<file path="config.mk">
export PLATFORM = sky130hd
export DESIGN_NAME = irqagg_top
export DESIGN_NICKNAME = d
export VERILOG_FILES = /design/src/rtl/irqagg_pkg.sv /design/src/rtl/irqagg_edge.sv /design/src/rtl/irqagg_regs.sv /design/src/rtl/irqagg_top.sv
export SDC_FILE = /design/constraint.sdc
export NUM_CORES = 1
export LEC_CHECK = 0
export BUFFER_PORTS_ARGS = -buffer_cell sky130_fd_sc_hd__buf_2
export CAP_MARGIN = 30
export CORE_UTILIZATION = 45
export CTS_CLUSTER_DIAMETER = 200
export DETAILED_ROUTE_END_ITERATION = 7
export GPL_ROUTABILITY_DRIVEN = 0
export GPL_TIMING_DRIVEN = 0
export MAX_ROUTING_LAYER = met4
export PLACE_DENSITY = 0.68
export SYNTH_ARGS = -nofsm -noshare
export SYNTH_HDL_FRONTEND = slang
export SYNTH_SLANG_ARGS = --single-unit
</file>
<file path="constraint.sdc">
create_clock -name clk -period 3.1 [get_ports clk]
set_input_delay 0.62 -clock clk [delete_from_list [all_inputs] [get_ports clk]]
set_output_delay 0.62 -clock clk [all_outputs]
set_load 0.01 [all_outputs]
</file>
<file path="src/rtl/irqagg_pkg.sv">
// Package: shared widths and register offsets for the interrupt aggregator.
// Assumes byte offsets on a word-aligned register port.
package irqagg_pkg;
    localparam int N_SRC  = 32;
    localparam int ADDR_W = 8;

    localparam logic [ADDR_W-1:0] OFS_PEND_RD = 8'h00;
    localparam logic [ADDR_W-1:0] OFS_PEND_SET = 8'h04;
    localparam logic [ADDR_W-1:0] OFS_PEND_CLR = 8'h08;
    localparam logic [ADDR_W-1:0] OFS_GATE_RD = 8'h0C;
    localparam logic [ADDR_W-1:0] OFS_GATE_SET = 8'h10;
    localparam logic [ADDR_W-1:0] OFS_GATE_CLR = 8'h14;
endpackage

</file>
<file path="src/rtl/irqagg_edge.sv">
// Module: irqagg_edge
// Brings each asynchronous source line into the clock domain through a
// two-flop synchronizer and emits a one-cycle pulse on each rising level.
// Assumes source levels are held long enough to be sampled.
module irqagg_edge #(
    parameter int WIDTH = 32
) (
    input  logic             clk,
    input  logic             rst_n,
    input  logic [WIDTH-1:0] src_i,
    output logic [WIDTH-1:0] rise_o
);
    for (genvar i = 0; i < WIDTH; i++) begin : g_line
        logic meta_q;
        logic sync_q;
        logic prev_q;

        // Synchronize the line and keep the previous synchronized level.
        always_ff @(posedge clk) begin
            if (!rst_n) begin
                meta_q <= 1'b0;
                sync_q <= 1'b0;
                prev_q <= 1'b0;
            end else begin
                meta_q <= src_i[i];
                sync_q <= meta_q;
                prev_q <= sync_q;
            end
        end

        // Rising level on the synchronized signal.
        assign rise_o[i] = sync_q & ~prev_q;
    end
endmodule

</file>
<file path="src/rtl/irqagg_regs.sv">
// Module: irqagg_regs
// Holds the pending flags and gate bits and decodes the register port.
// Detected transitions have priority over a same-cycle clear.
// Assumes one access per cycle; read data is registered.
module irqagg_regs
    import irqagg_pkg::*;
#(
    parameter int WIDTH = N_SRC
) (
    input  logic              clk,
    input  logic              rst_n,
    input  logic [WIDTH-1:0]  rise_i,
    input  logic [ADDR_W-1:0] addr_i,
    input  logic              wr_en_i,
    input  logic [WIDTH-1:0]  wr_data_i,
    input  logic              rd_en_i,
    output logic [WIDTH-1:0]  rd_data_o,
    output logic [WIDTH-1:0]  pend_o,
    output logic [WIDTH-1:0]  gate_o
);
    logic [WIDTH-1:0] pend_q;
    logic [WIDTH-1:0] gate_q;
    logic [WIDTH-1:0] pend_set;
    logic [WIDTH-1:0] pend_clr;
    logic [WIDTH-1:0] gate_set;
    logic [WIDTH-1:0] gate_clr;
    logic [WIDTH-1:0] rd_mux;

    // Decode write strobes into per-bit set and clear vectors.
    always_comb begin
        pend_set = '0;
        pend_clr = '0;
        gate_set = '0;
        gate_clr = '0;
        if (wr_en_i) begin
            case (addr_i)
                OFS_PEND_SET: pend_set = wr_data_i;
                OFS_PEND_CLR: pend_clr = wr_data_i;
                OFS_GATE_SET: gate_set = wr_data_i;
                OFS_GATE_CLR: gate_clr = wr_data_i;
                default: ;
            endcase
        end
    end

    // Pending flags: clear first, then software set and detected edges win.
    always_ff @(posedge clk) begin
        if (!rst_n) pend_q <= '0;
        else        pend_q <= (pend_q & ~pend_clr) | pend_set | rise_i;
    end

    // Gate bits: all lines gated off after reset.
    always_ff @(posedge clk) begin
        if (!rst_n) gate_q <= '1;
        else        gate_q <= (gate_q | gate_set) & ~gate_clr;
    end

    // Select read data; unmapped offsets give zero.
    always_comb begin
        case (addr_i)
            OFS_PEND_RD: rd_mux = pend_q;
            OFS_GATE_RD: rd_mux = gate_q;
            default:     rd_mux = '0;
        endcase
    end

    // Register read data on the read strobe.
    always_ff @(posedge clk) begin
        if (!rst_n)       rd_data_o <= '0;
        else if (rd_en_i) rd_data_o <= rd_mux;
    end

    assign pend_o = pend_q;
    assign gate_o = gate_q;
endmodule

</file>
<file path="src/rtl/irqagg_top.sv">
// Module: irqagg_top
// Interrupt aggregator top: edge capture feeding latched pending flags,
// per-line gating and a single summary request.
// Assumes a single clock; source lines are asynchronous.
module irqagg_top
    import irqagg_pkg::*;
(
    input  logic              clk,
    input  logic              rst_n,
    input  logic [N_SRC-1:0]  src_i,
    input  logic [ADDR_W-1:0] addr_i,
    input  logic              wr_en_i,
    input  logic [N_SRC-1:0]  wr_data_i,
    input  logic              rd_en_i,
    output logic [N_SRC-1:0]  rd_data_o,
    output logic              irq_o
);
    logic [N_SRC-1:0] rise_w;
    logic [N_SRC-1:0] pend_w;
    logic [N_SRC-1:0] gate_w;

    irqagg_edge #(.WIDTH(N_SRC)) u_edge (
        .clk    (clk),
        .rst_n  (rst_n),
        .src_i  (src_i),
        .rise_o (rise_w)
    );

    irqagg_regs #(.WIDTH(N_SRC)) u_regs (
        .clk       (clk),
        .rst_n     (rst_n),
        .rise_i    (rise_w),
        .addr_i    (addr_i),
        .wr_en_i   (wr_en_i),
        .wr_data_i (wr_data_i),
        .rd_en_i   (rd_en_i),
        .rd_data_o (rd_data_o),
        .pend_o    (pend_w),
        .gate_o    (gate_w)
    );

    // Summary request: any pending flag on an ungated line.
    assign irq_o = |(pend_w & ~gate_w);
endmodule

</file>
After elaboration in Yosys (flattened, before gate mapping)
Cells that the tools add are included.
{ "word_totals": {"reg_bits": 192, "in_bits": 76, "output_inout_bits": 33, "elab_cells": 188} }
{ "classes": {"n_eq_ne": 5, "n_mux": 9, "bitwise_logic": 73, "n_reduce_logical": 2} }
{ "ops": {"columns": ["op", "count"], "rows": [
  ["2-to-1 mux 32 bit", 8],
  ["bitwise AND 32 bit", 3],
  ["inverter 32 bit", 3],
  ["bitwise OR 32 bit", 3],
  ["case mux 32 bit (2 select lines)", 1],
  ["bitwise AND 1 bit", 32],
  ["inverter 1 bit", 32],
  ["OR reduction 32 bit", 1],
  ["equality test 8 x 4 -> 1 bit (second input constant)", 2],
  ["equality test 8 x 5 -> 1 bit (second input constant)", 2],
  ["equality test 8 x 3 -> 1 bit (second input constant)", 1],
  ["zero test 8 bit", 1]
]} }

Depth between registers and ports, before layout
Gate-level depths: netlist (run 1).
{ "logic_depth": {"depth_word": 7, "depth_mapped": 6, "depth_no_buf": 4} }

Cells and area by module
A second synthesis (run 1) with hierarchy kept.
{ "unflattened": {"hier_cells": 761, "area_unflattened_um2": 7066.8} }
{ "by_module_without_submodules": {"columns": ["mod", "n_inst", "cells_each", "area_each_um2", "seq_area_each_um2"], "rows": [
  ["irqagg_regs", 1, 474, 4011.3, 1921.8],
  ["irqagg_edge", 1, 234, 2803.9, 1921.8],
  ["irqagg_top", 1, 53, 251.5, 0.0]
]} }

Worst setup path after synthesis (run 1)
OpenSTA, ideal clock, no wires.
{ "synth_timing": {"path_type": "in2reg", "start": "input addr_i[5]", "end": "register u_regs.pend_q[0], in the netlist u_regs.pend_o[0]", "setup_ps": 134, "arrival_time_ps": 1550, "required_time_ps": 2966, "setup_slack_ps": 1415, "cell_stages": 5, "path_buffers": 1, "cell_sequence": "nor4_2 > nand3_2 > buf_6 > o211ai_1 > o221ai_1"} }
{ "synth_between": {"elab_chain_len": 7, "word_cells_on_any_way": 10, "cone_classes": "eq/ne (2); mux (4); bitwise (4)"} }
{ "synth_rtl": {"columns": ["element", "line", "rtl"], "rows": [
  ["start, declared", "irqagg_top.sv:11", "input logic [ADDR_W-1:0] addr_i,"],
  ["equality test 8 x 4 -> 1 bit", "irqagg_regs.sv:36", "case (addr_i)"],
  ["2-to-1 mux 32 bit", "irqagg_regs.sv:36", null],
  ["2-to-1 mux 32 bit", "irqagg_regs.sv:35", "if (wr_en_i) begin"],
  ["inverter 32 bit", "irqagg_regs.sv:49", "else pend_q <= (pend_q & ~pend_clr) | pend_set | rise_i;"],
  ["bitwise AND 32 bit", "irqagg_regs.sv:49", null],
  ["bitwise OR 32 bit * (2 in series)", "irqagg_regs.sv:49", null],
  ["end signal, assigned", "irqagg_regs.sv:49", null],
  ["end, declared", "irqagg_regs.sv:21", "logic [WIDTH-1:0] pend_q;"]
]} }
Mark *: on every way between the ends. The rest lies on a longest branch, timed or not.
A chain may end at the register's enable or synchronous reset.

Worst setup path after layout (run 1)
{ "layout_timing": {"start": "register u_regs.pend_q[26], in the netlist u_regs.pend_o[26]", "end": "output irq_o"} }
{ "layout_between": {"elab_chain_len": 2} }
{ "layout_rtl": {"columns": ["element", "line", "rtl"], "rows": [
  ["bitwise AND 32 bit", "irqagg_top.sv:43", "assign irq_o = |(pend_w & ~gate_w);"],
  ["OR reduction 32 bit", "irqagg_top.sv:43", null],
  ["end, declared", "irqagg_top.sv:16", "output logic irq_o"]
]} }
No other way between the ends.

==> flow_metrics.py, run 1 <==
metrics = {
    "placed_design": {
        "post_dp_cell_area_um2": 7580,
        "place_ws_ns": 0.946,
        "port_buffers": 107,
        "place_hpwl_mm": 12.7,
        "dp.cells": 989,
    },
    "clock_tree": {
        "cts_resized": 0,
        "cts_tree": "yes",
        "cts_sinks": 192,
        "clock_path_buffers": 2,
        "cts_hold_buf": 0,
        "clock_latency_ns": 0.44,
        "htreeDepth": 4,
        "cts_buffers": 17,
        "post_cts_buffers": 0,
        "cts-root-buf": "clkbuf_16",
        "clk_pin_slew_ns": 0.07,
    },
    "synth": {
        "synth_edf_count": 0,
        "synth_most_common_cell": "dfxtp_1",
        "yosysTopAreaCell": "dfxtp_1",
        "synthTopCellsByArea": "dfxtp_1, and2_1, nand2_1",
        "yosysTopAreaCellShare_pct": 56.4,
        "synthFlopType": "dfxtp_1",
        "ys_warn_count": 0,
        "postSynth.asyncResetShare_pct": 0,
        "ys_seq_area_share_pct": 56.4,
        "syn-instance-count": 698,
        "syn_avg_cell_area_um2": 9.76,
        "synth_cell_types": 26,
        "syn-num-nets": 774,
        "ys_top_cells_by_count": "dfxtp_1, nand2_1, inv_1, and2_1",
        "synthesis.area_um2": 6810,
        "ys_ff_latch": 192,
    },
    "cells_and_area": {
        "fin_area_um2": 8180,
        "multi_input_area_um2": 2440,
        "drive_above_1_share_pct": 21.0,
        "fin_util_pct": 55.9,
        "fin_nets": 900,
        "areaGrowthSynthToFinish_pct": 20.1,
        "regArea_um2": 3840,
        "fill_cells": 1301,
        "layout.cells.non_filler": 1021,
        "antenna_cells": 0,
    },
    "job": {
        "maxCapViolCount": 0,
    },
    "routing": {
        "drc_errors": 16,
        "viasPerCell": 5.67,
        "vias": 5789,
        "postRouteAntennaNets": 0,
        "wl_per_cell_um": 17.2,
        "dr.pass1.iters": 8,
        "dr.first_iter.drc_count": 581,
        "wl_mm": 17.6,
    },
    "floorplanning": {
        "row_count": 44,
        "die_area_um2": 15600,
        "num_io_pins": 109,
        "fp.dieW_um": 125,
        "initial_utilization_pct": 46.5,
        "die_h_um": 125,
        "coreArea_um2": 14600,
    },
    "setup_path": {
        "reg2reg_slack_ns": 2.27,
        "arrival_ns": 1.74,
        "path_cells": "inv_1 > o22ai_1 > nor4_1 > nand4_1 > buf_2",
        "cp.required_ns": 2.48,
        "start_kind": "flop",
        "path_buf_inv": 2,
        "cp_slowest_cell": "nor4_1",
        "worstSetupEndpointType": "output pin",
        "crit_family": "simple AND/OR/NAND/NOR gates",
        "path_class": "reg -> out",
        "cp_max_fo": 3,
        "critPathMaxStageDelay_ns": 0.36,
    },
    "timing": {
        "tightest_slew_ns": 0.652,
        "drv_slew": 0,
        "period_share_pct": 76.2,
        "slew_headroom_pct": 56.5,
        "hold_violations": 0,
        "fmax_mhz": 423,
        "fin_worst_skew_ns": 0.0138,
        "tns_ns": 0,
        "rsz0062_at_grt": "no",
        "timing.final.crit_period_ns": 2.36,
        "fin_ws_ns": 0.737,
        "finalSetupViolations": 0,
    },
    "outcome": {
        "status": "finished with violations",
        "failed_checks": "design-rule violations",
    },
    "global_routing": {
        "antenna_found_initial": 0,
        "grt_pass1_vias": 5575,
        "grt_max_degree": 17,
        "grt_pass1_wl_mm": 27.9,
        "track_usage_pct": 23.7,
        "overflow": 0,
    },
    "pwr": {
        "p_comb_share_pct": 5.7,
        "intPower_w": 0.00394,
        "irDropWorstVdd_v": 0.000380,
        "p_seq_share_pct": 50.8,
        "power_switching_w": 0.00114,
        "clkPwrFrac_pct": 43.5,
        "power_density_nw_per_um2": 621,
        "swShare_pct": 22.4,
        "p_leak_nw": 3.48,
    },
    "worst_hold_path": {
        "hp-class": "in -> reg",
    },
}
[registers in the layout (all words and copies together), names as in the netlist]
register / count
u_regs.pend_o: 32
u_regs.gate_o: 32
u_edge.g_line.prev_q: 32
u_regs.rd_data_o: 32
u_edge.g_line.meta_q: 32
u_edge.g_line.sync_q: 32
[worst reg2reg max path: cells and delay by family (launching register included)]
family          cells  cell delay (ns)
compound gates      2             0.36
flops               1             0.35
[cell type report]
cell class,instances,area share [%]
buffer,54,3.38
clock buffer,19,5.41
clock inverter,13,1.97
inverter,66,3.03
multi-input combinational,386,29.9
sequential,192,47.0
tap,184,2.81
timing repair buffer,107,6.54
[cells by family (layout without fill, tap and decap cells)]
logic type | Yosys count | in the layout | share of synthesized area (%)
AND/OR/NAND/NOR | 178 | 178 | 13.0
AO/OA/AOI/OAI | 208 | 208 | 22.8
flip-flops | 192 | 192 | 56.4
buffers and inverters | 120 | 259 | 7.70
[power by group through the flow]
stage          Clock [W]  Combinational (W)  Sequential [W]
2_1_floorplan          0           0.000163         0.00262
5_1_grt          0.00236           0.000321         0.00258
4_1_cts          0.00225           0.000289         0.00258
3_3_place_gp           0           0.000278         0.00263
6_report         0.00221           0.000291         0.00258
3_5_place_dp           0           0.000287         0.00263
[cell usage in the layout (no fill, tap or decap), types with 2 or more instances in the layout]
cell type    n
dfxtp_1    192
buf_2      121
nand2_1     96
inv_1       66
and2_1      65
o221ai_1    32
a22oi_1     32
o21ai_0     32
a311oi_1    32
a31oi_1     32
clkbuf_1    31
o211ai_1    21
clkbuf_16   17
o22ai_1     16
o211ai_2    11
buf_6        7
nor4_1       4
clkinv_4     4
clkinv_2     4
nand4_1      3
nor2_1       3
bufinv_16    3
buf_1        2
nor4_2       2
[metrics by stage]
stage	power, W	hold slack (ns)
6_report	0.00508	0.378
5_1_grt	0.00527	0.377
4_1_cts	0.00512	0.373
3_5_place_dp	0.00292	0.417
3_3_place_gp	0.00291	0.415
2_1_floorplan	0.00278	0.404
[metal layers]
metal  track usage, %  up-vias  share of wire [%]
met5                -        -                  0
li1                 -     2740                  -
met3             5.73       36                7.9
met2             37.4      277                 47
met4             10.1        0                2.2
met1             28.9     2736                 42
[worst paths after layout]
| kind | start | cells after the start | to |
|---|---|---|---|
| worst max-delay path | u_regs.pend_o[26] | 5 | irq_o |
| worst max register to register | u_regs.pend_o[11] | 2 | u_regs.rd_data_o[11] |
| worst min register to register | u_edge.g_line[9].meta_q | 1 | u_edge.g_line[9].sync_q |
| worst min-delay path | src_i[26] | 2 | u_edge.g_line[26].meta_q |
No activity file was read; power rests on OpenSTA's default activity.
==> run 2, diff against run 1 <==
- PLACE_DENSITY: 0.68 -> 0.7
- clock period: 3.1 -> 2.1 ns (I/O delays scaled with it)
==> flow_metrics.py, run 2 (synthesized netlist as in run 1, its figures left out) <==
metrics = {
    "floorplanning": {
        "coreArea_um2": 14600,
        "num_io_pins": 109,
        "die_area_um2": 15600,
        "die_h_um": 125,
        "initial_utilization_pct": 46.5,
        "fp.dieW_um": 125,
        "row_count": 44,
    },
    "cells_and_area": {
        "areaGrowthSynthToFinish_pct": 20.1,
        "regArea_um2": 3860,
        "fill_cells": 1336,
        "mostFrequentLayoutCells": "dfxtp_1, buf_2, nand2_1, and2_1, inv_1",
        "antenna_cells": 0,
        "layout.cells.non_filler": 1022,
        "drive_above_1_share_pct": 22.6,
        "layout_commonest_cell": "dfxtp_1",
        "multi_input_area_um2": 2460,
        "fin_nets": 901,
    },
    "clock_tree": {
        "cts_sinks": 192,
        "htreeDepth": 4,
        "cts_tree": "yes",
        "clock_path_buffers": 2,
        "clock_latency_ns": 0.44,
        "clk_pin_slew_ns": 0.07,
        "cts_buffers": 17,
        "cts-root-buf": "clkbuf_16",
    },
    "timing": {
        "timing.final.crit_period_ns": 2.10,
        "drv_slew": 0,
        "slew_headroom_pct": 57.1,
        "fin_worst_skew_ns": 0.0130,
        "fin_hold_ws_ns": 0.190,
        "finalSetupViolations": 1,
        "fmax_mhz": 475,
        "period_share_pct": 100,
        "tightest_slew_ns": 0.643,
        "hold_violations": 0,
        "tns_ns": -0.00482,
        "fin_ws_ns": -0.00482,
    },
    "setup_path": {
        "reg2reg_slack_ns": 1.26,
        "arrival_ns": 1.68,
        "cp_max_fo": 3,
        "cp_slowest_cell": "dfxtp_1",
        "path_cells": "inv_1 > o22ai_1 > nor4_1 > nand4_1 > buf_2",
        "path_class": "reg -> out",
        "critPathMaxStageDelay_ns": 0.34,
        "worstSetupEndpointType": "output pin",
        "crit_family": "simple AND/OR/NAND/NOR gates",
        "path_buf_inv": 2,
        "start_kind": "flop",
        "cp.required_ns": 1.68,
    },
    "global_routing": {
        "grt_max_degree": 17,
        "antenna_found_initial": 0,
        "overflow": 0,
        "grt_pass1_wl_mm": 26.6,
        "grt_pass1_vias": 5236,
        "track_usage_pct": 22.8,
    },
    "worst_hold_path": {
        "hp-class": "in -> reg",
    },
    "pwr": {
        "p_leak_nw": 3.46,
        "total_power_w": 0.00730,
        "power_density_nw_per_um2": 893,
        "irDropWorstVdd_v": 0.000744,
    },
    "routing": {
        "viasPerCell": 5.55,
        "wl_per_cell_um": 16.5,
        "dr.pass1.iters": 7,
        "drc_errors": 16,
        "postRouteAntennaNets": 0,
        "dr.first_iter.drc_count": 523,
        "wl_mm": 16.9,
        "vias": 5671,
    },
    "placed_design": {
        "port_buffers": 107,
        "dp.cells": 989,
        "place_hpwl_mm": 12.1,
    },
    "outcome": {
        "failed_checks": "design-rule violations, negative setup slack",
        "status": "finished with violations",
    },
    "job": {
        "maxCapViolCount": 0,
    },
}
-- run 2: cell count changes in the layout (fill, tap and decap cells not counted), moves of 2 or more --
cell	before	now
nor4_1	4	2
inv_2	0	2
inv_1	66	64
dfxtp_1	192	184
clkinvlp_4	1	3
dfxtp_2	0	7
nor4_2	2	4
clkinv_2	4	2
bufinv_16	3	1
-- run 2: path summary, 6_finish.rpt --
path                       startpoint                       end  depth (start not counted)
min reg2reg  u_edge.g_line[15].meta_q  u_edge.g_line[15].sync_q                          1
max                  u_regs.pend_o[6]                     irq_o                          5
min                         src_i[28]  u_edge.g_line[28].meta_q                          2
max reg2reg         u_regs.gate_o[29]      u_regs.rd_data_o[29]                          2
-- run 2: area by class of cell --
cell class | instances | area share (%)
buffer | 54 | 3.38
clock buffer | 21 | 5.63
clock inverter | 11 | 1.30
inverter | 66 | 3.03
multi-input combinational | 386 | 30.1
sequential | 192 | 47.1
tap | 184 | 2.81
timing repair buffer | 108 | 6.64
-- run 2: worst register-to-register path, delay by kind of cell (launching register included) --
kind           cells  cell delay [ns]
AO/OA/AOI/OAI      2             0.38
flip-flops         1             0.34
-- run 2: metal layers --
layer / wire, µm / share of wire (%) / global-route usage [%] / up-vias
met3: 1310 / 7.8 / 5.43 / 30
met4: 365 / 2.2 / 8.75 / 0
met5: 0 / 0 / - / -
met2: 7750 / 46 / 34.8 / 245
li1: - / - / - / 2745
met1: 7460 / 44 / 29.1 / 2651
-- run 2: stage by stage --
stage | setup slack, ns | area (µm²) | util (%)
3_5_place_dp | 0.160 | 7580 | 51.8
3_3_place_gp | 0.202 | 7580 | 51.8
2_1_floorplan | 0.615 | 6810 | -
5_1_grt | -0.00674 | 8180 | 55.9
6_report | -0.00482 | 8180 | 55.9
4_1_cts | 0.00738 | 8150 | 55.7
-- run 2: where the power goes --
group | internal, W | switching (W)
clock network | 0.00170 | 0.00137
logic | 0.000167 | 0.000258
registers | 0.00375 | 0.0000538
total | 0.00562 | 0.00168
-- run 2: what timing repair did --
item / 4_1_cts / 5_1_grt
gates cloned: 0 / 0
endpoints found under the setup margin: 1 / 1
hold buffers: 0 / 0
resized for setup: 1 / 13
pin swaps: 0 / 5
buffers inserted: 0 / 1
